**src/rtl/fpcsr_pkg.sv**
```systemverilog
package fpcsr_pkg;
    localparam int unsigned RM_W   = 3;
    localparam int unsigned FLAG_W = 5;

    localparam logic [RM_W-1:0] RM_RNE = 3'b000;
    localparam logic [RM_W-1:0] RM_RTZ = 3'b001;
    localparam logic [RM_W-1:0] RM_RDN = 3'b010;
    localparam logic [RM_W-1:0] RM_RUP = 3'b011;
    localparam logic [RM_W-1:0] RM_RMM = 3'b100;
    localparam logic [RM_W-1:0] RM_DYN = 3'b111;

    typedef enum logic [1:0] {
        VIEW_FULL  = 2'b00,
        VIEW_MODE  = 2'b01,
        VIEW_FLAGS = 2'b10,
        VIEW_NONE  = 2'b11
    } view_e;

    typedef struct packed {
        logic [RM_W-1:0]   mode;
        logic [FLAG_W-1:0] flags;
    } csr_state_t;
endpackage

```
**src/rtl/fpcsr_rm_resolve.sv**
```systemverilog
module fpcsr_rm_resolve
    import fpcsr_pkg::*;
(
    input  logic [RM_W-1:0] instr_rm_i,
    input  logic [RM_W-1:0] dyn_rm_i,
    output logic [RM_W-1:0] eff_rm_o,
    output logic            illegal_o
);
    always_comb begin
        eff_rm_o = (instr_rm_i == RM_DYN) ? dyn_rm_i : instr_rm_i;
        illegal_o = (eff_rm_o > RM_RMM);
    end
endmodule

```
**src/rtl/fpcsr_view_mux.sv**
```systemverilog
module fpcsr_view_mux
    import fpcsr_pkg::*;
#(
    parameter int unsigned DATA_W = 32
) (
    input  logic [1:0]        view_i,
    input  csr_state_t        state_i,
    output logic [DATA_W-1:0] rdata_o
);
    always_comb begin
        rdata_o = '0;
        unique case (view_e'(view_i))
            VIEW_FULL:  rdata_o[RM_W+FLAG_W-1:0] = state_i;
            VIEW_MODE:  rdata_o[RM_W-1:0]        = state_i.mode;
            VIEW_FLAGS: rdata_o[FLAG_W-1:0]      = state_i.flags;
            default:    rdata_o                  = '0;
        endcase
    end
endmodule

```
**src/rtl/fp_csr_unit.sv**
```systemverilog
module fp_csr_unit
    import fpcsr_pkg::*;
#(
    parameter int unsigned DATA_W = 32
) (
    input  logic              clk_i,
    input  logic              rst_ni,
    input  logic              sw_wr_i,
    input  logic [1:0]        sw_view_i,
    input  logic [DATA_W-1:0] sw_wdata_i,
    output logic [DATA_W-1:0] sw_rdata_o,
    input  logic              hw_flag_valid_i,
    input  logic [FLAG_W-1:0] hw_flags_i,
    input  logic [RM_W-1:0]   instr_rm_i,
    output logic [RM_W-1:0]   eff_rm_o,
    output logic              rm_illegal_o,
    output logic [RM_W-1:0]   mode_o,
    output logic [FLAG_W-1:0] flags_o
);
    localparam int unsigned MODE_LSB = FLAG_W;
    localparam int unsigned MODE_MSB = FLAG_W + RM_W - 1;

    csr_state_t st_d, st_q;
    logic       flag_sw_wr;
    logic       unused_wdata_hi;

    assign unused_wdata_hi = ^sw_wdata_i[DATA_W-1:MODE_MSB+1];

    always_comb begin
        st_d       = st_q;
        flag_sw_wr = sw_wr_i && ((view_e'(sw_view_i) == VIEW_FULL) ||
                                 (view_e'(sw_view_i) == VIEW_FLAGS));
        if (hw_flag_valid_i && !flag_sw_wr) begin
            st_d.flags = st_q.flags | hw_flags_i;
        end
        if (sw_wr_i) begin
            unique case (view_e'(sw_view_i))
                VIEW_FULL: begin
                    st_d.mode  = sw_wdata_i[MODE_MSB:MODE_LSB];
                    st_d.flags = sw_wdata_i[FLAG_W-1:0];
                end
                VIEW_MODE:  st_d.mode  = sw_wdata_i[RM_W-1:0];
                VIEW_FLAGS: st_d.flags = sw_wdata_i[FLAG_W-1:0];
                default: ;
            endcase
        end
    end

    always_ff @(posedge clk_i or negedge rst_ni) begin
        if (!rst_ni) begin
            st_q <= '{mode: RM_RNE, flags: '0};
        end else begin
            st_q <= st_d;
        end
    end

    fpcsr_rm_resolve u_resolve (
        .instr_rm_i (instr_rm_i),
        .dyn_rm_i   (st_q.mode),
        .eff_rm_o   (eff_rm_o),
        .illegal_o  (rm_illegal_o)
    );

    fpcsr_view_mux #(.DATA_W(DATA_W)) u_rmux (
        .view_i  (sw_view_i),
        .state_i (st_q),
        .rdata_o (sw_rdata_o)
    );

    assign mode_o  = st_q.mode;
    assign flags_o = st_q.flags;
endmodule

```
**config.mk**
```make
export PLATFORM = sky130hd
export DESIGN_NAME = fp_csr_unit
export DESIGN_NICKNAME = d
export VERILOG_FILES = /design/src/rtl/fpcsr_pkg.sv /design/src/rtl/fpcsr_rm_resolve.sv /design/src/rtl/fpcsr_view_mux.sv /design/src/rtl/fp_csr_unit.sv
export SDC_FILE = /design/constraint.sdc
export NUM_CORES = 1
export LEC_CHECK = 0
export BUFFER_PORTS_ARGS = -buffer_cell sky130_fd_sc_hd__buf_2
export CORE_MARGIN = 2
export CORE_UTILIZATION = 28
export DETAILED_ROUTE_END_ITERATION = 6
export GPL_TIMING_DRIVEN = 0
export PLACE_DENSITY = 0.76
export SYNTH_ARGS = -nofsm -noshare
export SYNTH_HDL_FRONTEND = slang
export SYNTH_SLANG_ARGS = --single-unit
```
**constraint.sdc**
```tcl
create_clock -name clk_i -period 0.9 [get_ports clk_i]
set_clock_uncertainty 0.05 [all_clocks]
set_input_delay 0.135 -clock clk_i [delete_from_list [all_inputs] [get_ports clk_i]]
set_output_delay 0.135 -clock clk_i [all_outputs]
set_load 0.005 [all_outputs]
```
==> results.env, run 1 <==
FINAL_CELL_AREA_UM2=1200
TIMING.SETUP.CRITICAL_PATH_CLASS='flip-flop to output pin'
PLACEMENT.IO_BUFFERS=41
YS_ASYNC_SR_FRACTION_PCT=100
GRT_START_MAX_NET_PINS=11
SYNTH-WARNING-COUNT=0
VIASPERCELL=4.35
TRITONCTS_NUM_SINKS=8
TIMING.FINAL.CRIT_PERIOD_PS=1260
CP.REQUIRED_PS=710
NETLIST_INSTANCES=77
AVGSYNTHCELLAREA_UM2=8.86
RSZ0062_AT_GRT='yes'
TRITONCTS_CLOCK_TREE='done'
POWER-PER-CELL-AREA_nW_PER_UM2=1120
YS_FF_LATCH=8
FILLCELLCOUNT=218
POST-DP-HPWL_MM=1.50
MAX_FREQ_MHz=795
IR_DROP_WORST_CASE_VDD_mV=0.738
SYNTH-MAIN-FF-CELL='dfrtp_1'
R2R_CELLS=3
POST_SYNTH_MAIN_AREA_CONTRIBUTORS='dfrtp_1 (29%), buf_4 (28%), a21oi_1 (7.3%)'
TRITONCTS.NUM_BUFFERS=3
MIN_PATH_CELLS=3
CTSLONGESTPATHBUFFERS=2
ENDPOINT_KIND='output pin'
COREAREA_UM2=2250
GPL.FINAL_WEIGHTED_CONGESTION=0.801
GRT_PASS1_WL_MM=3.14
POST-PLACE-CELLS=169
TIMING_HOLD_VIOLATIONS_FINAL=0
DETAILEDROUTE.FIRSTPASSITERATIONCOUNT=5
OUTCOME='complete, but fails checks'
AREA.GROWTH.SYNTH_TO_FINAL_PCT=76.1
INITIAL_CORE_UTILIZATION_PCT=30.2
PATH_CELLS='o21ai_2, a31oi_1, buf_2'
SYNTH.CELL_AREA_UM2=682
GRT_OVERFLOW=0
MIN_PERIOD_OVER_PERIOD_PCT=140
DRV_CAP=0
FIN_TNS_SETUP_PS=-4860
CTSROOTBUFFERMASTER='clkbuf_4'
FINISH.UTILIZATION_PCT=53.3
DRTANTENNAVIOLNETS=0
FINAL_MAX_SLEW_VIOL_COUNT=0
MOST_USED_STANDARD_CELL_BY_INSTANCE_COUNT_AFTER_SYNTHESIS='buf_4'
POST-SYNTH-TOP-AREA-FRACTION_PCT=29.4
NNETSFINAL=199
SETUP_WS_PS=-358
DIE_H_UM=53.4
LAYOUT-DRIVE-GT1-SHARE_PCT=60.9
WORSTPATHMAXFANOUT=6
WORST_HOLD_PATH.ENDPOINT='flags_o[3]$_DFF_PN0_'
FIN_CELLS=179
TRACK_USAGE_PCT=15.5
TIMING.CRITICAL_PATH.FROM_TYPE='flip-flop'
DETAILED_PLACE.AREA_UM2=1010
WORST-R2R-SETUP-SLACK_PS=-200
DIE_WIDTH_UM=53.4
TIMING.HOLD.WORST.START='sw_wdata_i[3]'
VIOLATIONS='setup timing'
CLKLATENCYLATEPIN_PS=260
NUMBER_OF_GLOBAL_ROUTE_VIAS_BEFORE_REPAIR=699
TIMING.HOLD.WORST.CLASS='input pin to flip-flop'
CRITICAL-PATH-SLOWEST-CELL='dfrtp_2'
INITIAL_ANTENNA_VIOLATION_COUNT=0
DIE_AREA_UM2=2850
DISTINCT_CELLS_SYNTH=18
SYNTH-SEQ-AREA-SHARE_PCT=29.4
ARRIVAL_PS=1070
CLKSLEWWORSTSETUPHOLDPATHS_PS=60
NUM_ANTENNA_CELLS=0
SETUP_VIOL=23
HOLDWS_PS=88.9
POWER_mW=1.34
CORE.ROWCOUNT=17
PLACE_WORST_SETUP_SLACK_PS=-128
VIAS=778
ROUTE.FINAL.WIRE_LENGTH_MM=2.17
MAX_STAGE_DELAY_PS=430
DRC_ERRORS=0
FIRST_ITER_VIOLATIONS=3
CTS.HTREE.LEVELS=1
POST_DRT_WL_PER_CELL_UM=12.1
CRITICAL_PATH.REG2REG.STARTPOINT='mode_o[1]$_DFFE_PN0P_'
NUM_IO_PINS=90
POST_SYNTH_MOST_FREQUENT_CELLS='buf_4 (25), a21oi_1 (10), dfrtp_1 (8), nor3b_1 (5)'
SYNTH_EDF_COUNT=0
LEAKAGE_nW=0.644
WORST_R2R_ENDPOINT='mode_o[1]$_DFFE_PN0P_'
SYNTH_AREA_LEADER_CELL='dfrtp_1'
[routing by layer]
metal	GRT usage [%]	vias to the layer above	part of all wire [%]
met5	0	-	0
met4	7.69	0	4.5
met3	1.98	12	8.7
met2	30.7	59	53
met1	15.2	341	34
li1	-	366	-
[sequential cells by signal, summed over array words and instances (netlist names)]
| register | cells |
|---|---|
| mode_o | 3 |
| flags_o | 5 |
[critical path: cells and delay by family (launching register included)]
family	cells	cell delay, ps
buffers and inverters	1	140
AO/OA/AOI/OAI	2	250
flip-flops	1	430
[worst max path at each step]
stage | slack (ps) | startpoint | cells past startpoint | end
5_1_grt | -380 | mode_o[0]$_DFFE_PN0P_ | 3 | rm_illegal_o
3_5_place_dp | -130 | sw_view_i[0] | 5 | sw_rdata_o[7]
2_1_floorplan | 40 | mode_o[1]$_DFFE_PN0P_ | 2 | rm_illegal_o
6_report | -360 | mode_o[2]$_DFFE_PN0P_ | 3 | rm_illegal_o
4_1_cts | -350 | mode_o[1]$_DFFE_PN0P_ | 3 | sw_rdata_o[6]
3_3_place_gp | -120 | sw_view_i[0] | 3 | mode_o[2]$_DFFE_PN0P_
[report_power, final]
group          total [mW]  internal [mW]  switching, mW
logic               0.576          0.347          0.229
clock network       0.289          0.153          0.135
registers           0.478          0.410         0.0678
total                1.34          0.911          0.432
[area by class of cell]
type / instances / area [um^2] / area share, %
buffer: 25 / 188 / 15.6
inverter: 1 / 3.75 / 0.313
timing repair buffer: 48 / 308 / 25.6
multi-input combinational: 66 / 440 / 36.7
clock buffer: 3 / 22.5 / 1.88
tap: 28 / 35.0 / 2.92
sequential: 8 / 204 / 17.0
[cells in the final DEF, fill, tap and decap left out, drive strengths merged, types with 3 or more instances in the layout]
master  Yosys  layout
mux2        6       6
o21a        3       3
nor2b       3       3
a22o        3       3
buf        25      72
and2        3       3
conb        1      24
dfrtp       8       8
a21oi      10      10
nand2       3       3
nor3b       5       5
clkbuf      0       3
[kinds of logic after synthesis]
group           count (synthesis)  synth area share (%)
mux                             6                  9.91
simple gates                   17                  15.2
flops                           8                  29.4
buf+inv                        26                  28.1
compound gates                 19                  16.9
other cells                     1                 0.550
[timing repair]
item,in CTS,in global routing
pin swaps,6,7
hold buffers,1,0
buffers inserted,5,1
endpoints found under the setup margin,20,25
gates resized for setup,8,20
hold endpoints to repair,8,0
(Power assumes the default switching activity.)
==> run 2: changes to the inputs <==
Settings changed: CORE_UTILIZATION 28 to 29, SYNTH_HIERARCHICAL from default to 1.
==> run 2 against run 1 <==
Net effect:
- largest cell class unchanged
- global-route usage down 2.4 points
- critical path type unchanged
- synthesized cell count grew 1.3%
- count of clock-buffer cells in the layout unchanged
- combinational power rose by 14%
- the flow still finishes with violations (setup timing)
- wire length decreased by 7.9%
- highest routed layer unchanged
- via count is 2.4% lower
- register-to-register slack better by 90 ps
- area after synthesis increased by 6.1%
==> results.env, run 2 <==
OUTCOME='complete, but fails checks'
VIOLATIONS='setup timing'
MOSTFREQUENTLAYOUTCELLS='buf_2 (33), buf_4 (24), conb_1 (24), buf_6 (17), mux2_4 (6)'
CTSLONGESTPATHBUFFERS=2  # unchanged
AREA.GROWTH.SYNTH_TO_FINAL_PCT=76.5
FINAL_MAX_SLEW_VIOL_COUNT=0  # unchanged
AVGSYNTHCELLAREA_UM2=9.27  # +4.7%
TRITONCTS.NUM_BUFFERS=3  # unchanged
CTSROOTBUFFERMASTER='clkbuf_4'
CLKLATENCYLATEPIN_PS=250  # about the same
GRT_PASS1_WL_MM=2.67  # -15%
WORSTPATHMAXFANOUT=6  # unchanged
POST-SYNTH-TOP-AREA-FRACTION_PCT=27.7  # -1.7 points
DRC_ERRORS=0  # unchanged
GLOBALROUTEMET3UTIL_PCT=1.11  # -0.87 points
NNETSFINAL=203  # +2.0%
HOLDWS_PS=94.2  # +5.31 ps
CRITICAL-PATH-SLOWEST-CELL='dfrtp_2'
CORE.ROWCOUNT=18  # +1
NUMBER_OF_GLOBAL_ROUTE_VIAS_BEFORE_REPAIR=641  # -8.3%
POST-PLACE-CELLS=172  # +1.8%
VIAS=759  # -2.4%
SYNTH_XOR_XNOR_AREA_SHARE_PCT=0  # unchanged
MIN_PERIOD_OVER_PERIOD_PCT=140  # about the same
YS_FF_LATCH=8  # unchanged
DIE_H_UM=53.9  # +1.1%
POST_SYNTH_MOST_FREQUENT_CELLS='buf_4 (24), a21oi_1 (10), dfrtp_1 (8), mux2_4 (6), nor3b_1 (5)'
ROUTE.FINAL.WIRE_LENGTH_MM=2.00  # -7.9%
COREAREA_UM2=2410  # +6.9%
SYNTH-SEQ-AREA-SHARE_PCT=27.7  # -1.7 points
YOSYS.AREA_SHARE.SIMPLE_PCT=14.5  # -0.70 points
SYNTH.MUX.AREA_FRACTION_PCT=12.5  # +2.5 points
FILLCELLCOUNT=223  # +2.3%
LARGEST_REGISTER_FF_COUNT=5  # unchanged
FINAL_CELL_AREA_UM2=1280  # +6.2%
TIMING.HOLD.WORST.CLASS='input pin to flip-flop'
SETUP_WS_PS=-359  # -0.804 ps
FINISH.UTILIZATION_PCT=53.0  # -0.31 points
DIE_WIDTH_UM=53.9  # +1.1%
FIN_TNS_SETUP_PS=-4890  # -38.5 ps
TIMING.FINAL.CRIT_PERIOD_PS=1260  # +0.804 ps
RSZ0062_AT_GRT='yes'
SYNTH_EDF_COUNT=0  # unchanged
DISTINCT_CELLS_SYNTH=19  # +1
GLOBALROUTEMET2UTIL_PCT=21.1  # -9.5 points
CTS.HTREE.LEVELS=1  # unchanged
LAYOUT.CELLS.MOST_COMMON='buf_2'
FIN_CELLS=185  # +3.4%
DETAILED_PLACE.AREA_UM2=1060  # +4.7%
GRT_OVERFLOW=0  # unchanged
COMPOUND_GATE_FRACTION_OF_SYNTH_AREA_PCT=15.7  # -1.1 points
MAX_STAGE_DELAY_PS=450  # +20 ps
CP.BUFFERS_INVERTERS=1  # unchanged
TIMING.CRITICAL_PATH.FROM_TYPE='flip-flop'
POST_SYNTH_MAIN_AREA_CONTRIBUTORS='dfrtp_1 (28%), buf_4 (25%), mux2_4 (12%)'
POWER_mW=1.40  # +4.0%
SYNTH-WARNING-COUNT=6  # +6
YS_ASYNC_SR_FRACTION_PCT=100  # unchanged
POWER-PER-CELL-AREA_nW_PER_UM2=1090  # -2.2%
NUM_ANTENNA_CELLS=0  # unchanged
SETUP_VIOL=25  # +8.7%
PLACEMENT.IO_BUFFERS=41  # unchanged
TIMING_HOLD_VIOLATIONS_FINAL=0  # unchanged
DRTANTENNAVIOLNETS=0  # unchanged
TRITONCTS_CLOCK_TREE='done'
MOST_USED_STANDARD_CELL_BY_INSTANCE_COUNT_AFTER_SYNTHESIS='buf_4'
TIMING.SETUP.CRITICAL_PATH_CLASS='flip-flop to output pin'
ADDER_AND_MAJORITY_GATE_PORTION_OF_THE_SYNTHESIZED_AREA_PCT=0  # unchanged
LAYOUT-DRIVE-GT1-SHARE_PCT=63.9  # +2.9 points
INITIAL_ANTENNA_VIOLATION_COUNT=0  # unchanged
WORST_PATH_DOMINANT_CELL_FAMILY='flip-flops'
SYNTH.CELL_AREA_UM2=723  # +6.1%
TRITONCTS_NUM_SINKS=8  # unchanged
FIRST_ITER_VIOLATIONS=7  # +4
IR_DROP_WORST_CASE_VDD_mV=0.449  # -39%
PATH_CELLS='o31a_1, buf_2'
POST_DRT_WL_PER_CELL_UM=10.8  # -11%
LEAKAGE_nW=0.704  # +9.4%
TRACK_USAGE_PCT=13.0  # -2.4 points
SYNTH-MAIN-FF-CELL='dfrtp_1'
PLACE_WORST_SETUP_SLACK_PS=-253  # -125 ps
NETLIST_INSTANCES=78  # +1.3%
CLKSLEWWORSTSETUPHOLDPATHS_PS=50  # about the same
USE_MET1_PCT=15.4  # +0.12 points
SYNTH_AREA_LEADER_CELL='dfrtp_1'
GPL.FINAL_WEIGHTED_CONGESTION=0.748  # -6.6%
ARRIVAL_PS=1070  # about the same
DRV_CAP=0  # unchanged
GR-MAX-USAGE-LAYER='met2'
SYNTH_TOP_FAMILY_BY_AREA='buffers and inverters'
ENDPOINT_KIND='output pin'
DETAILEDROUTE.FIRSTPASSITERATIONCOUNT=4  # -1
GRT_START_MAX_NET_PINS=10  # -1
VIASPERCELL=4.10  # -5.6%
MAX_FREQ_MHz=794  # about the same
NUM_IO_PINS=90  # unchanged
CP.REQUIRED_PS=710  # about the same
DIE_AREA_UM2=2910  # +2.2%
INITIAL_CORE_UTILIZATION_PCT=30.0  # -0.23 points
-- run 2: cell types whose count changed after synthesis, moves of 3 or more --
cell and change:
mux2_2 -3, nand2_1 -3, inv_1 +4, mux2_4 +6
nor2b_1 -3, mux2_1 -3, o21a_1 -3
-- run 2: worst paths after layout --
kind | endpoint | slack, ps | depth (start not counted) | start
min reg2reg | flags_o[2]$_DFF_PN0_ | 540 | 2 | flags_o[2]$_DFF_PN0_
min | flags_o[4]$_DFF_PN0_ | 90 | 3 | sw_wdata_i[4]
max | eff_rm_o[2] | -360 | 2 | mode_o[2]$_DFFE_PN0P_
max reg2reg | mode_o[0]$_DFFE_PN0P_ | -110 | 2 | mode_o[0]$_DFFE_PN0P_
min in group asynchronous | flags_o[3]$_DFF_PN0_ | 210 | 2 | rst_ni
max in group asynchronous | mode_o[0]$_DFFE_PN0P_ | 410 | 2 | rst_ni
-- run 2: cell type report --
type | instances | area [um^2] | area share (%)
tap | 30 | 37.5 | 2.94
timing repair buffer | 51 | 367 | 28.7
inverter | 5 | 18.8 | 1.47
clock buffer | 3 | 22.5 | 1.76
multi-input combinational | 63 | 432 | 33.8
buffer | 25 | 195 | 15.3
sequential | 8 | 204 | 16.0
-- run 2: routing by layer --
layer	routed length (um)	share of wire, %
met3	226	11
met5	0	0
met4	51	2.6
met1	768	38
met2	954	48
-- run 2: worst register-to-register path: cells and delay by family (launching register included) --
family	cells	cell delay (ps)
flip-flops	1	450
buffers and inverters	1	140
multiplexers	1	260
-- run 2: what timing repair did --
| item | 4_1_cts | 5_1_grt |
|---|---|---|
| endpoints found under the setup margin | 20 | 27 |
| hold endpoints to repair | 8 | 0 |
| hold buffers | 1 | 0 |
| pin swaps | 6 | 4 |
| buffers inserted | 8 | 1 |
| gates resized for setup | 18 | 12 |
-- run 2: power by group --
part / internal, mW / leakage [nW] / switching, mW
sequential: 0.411 / 0.0835 / 0.0631
combinational: 0.420 / 0.607 / 0.234
clock: 0.152 / 0.0138 / 0.116
total: 0.983 / 0.704 / 0.413
-- run 2: logic make-up (layout without fill, tap and decap cells) --
logic type | count (synthesis) | after routing
mux | 6 | 6
simple gates | 14 | 14
other cells | 1 | 24
compound gates | 19 | 19
flops | 8 | 8
buf+inv | 30 | 84
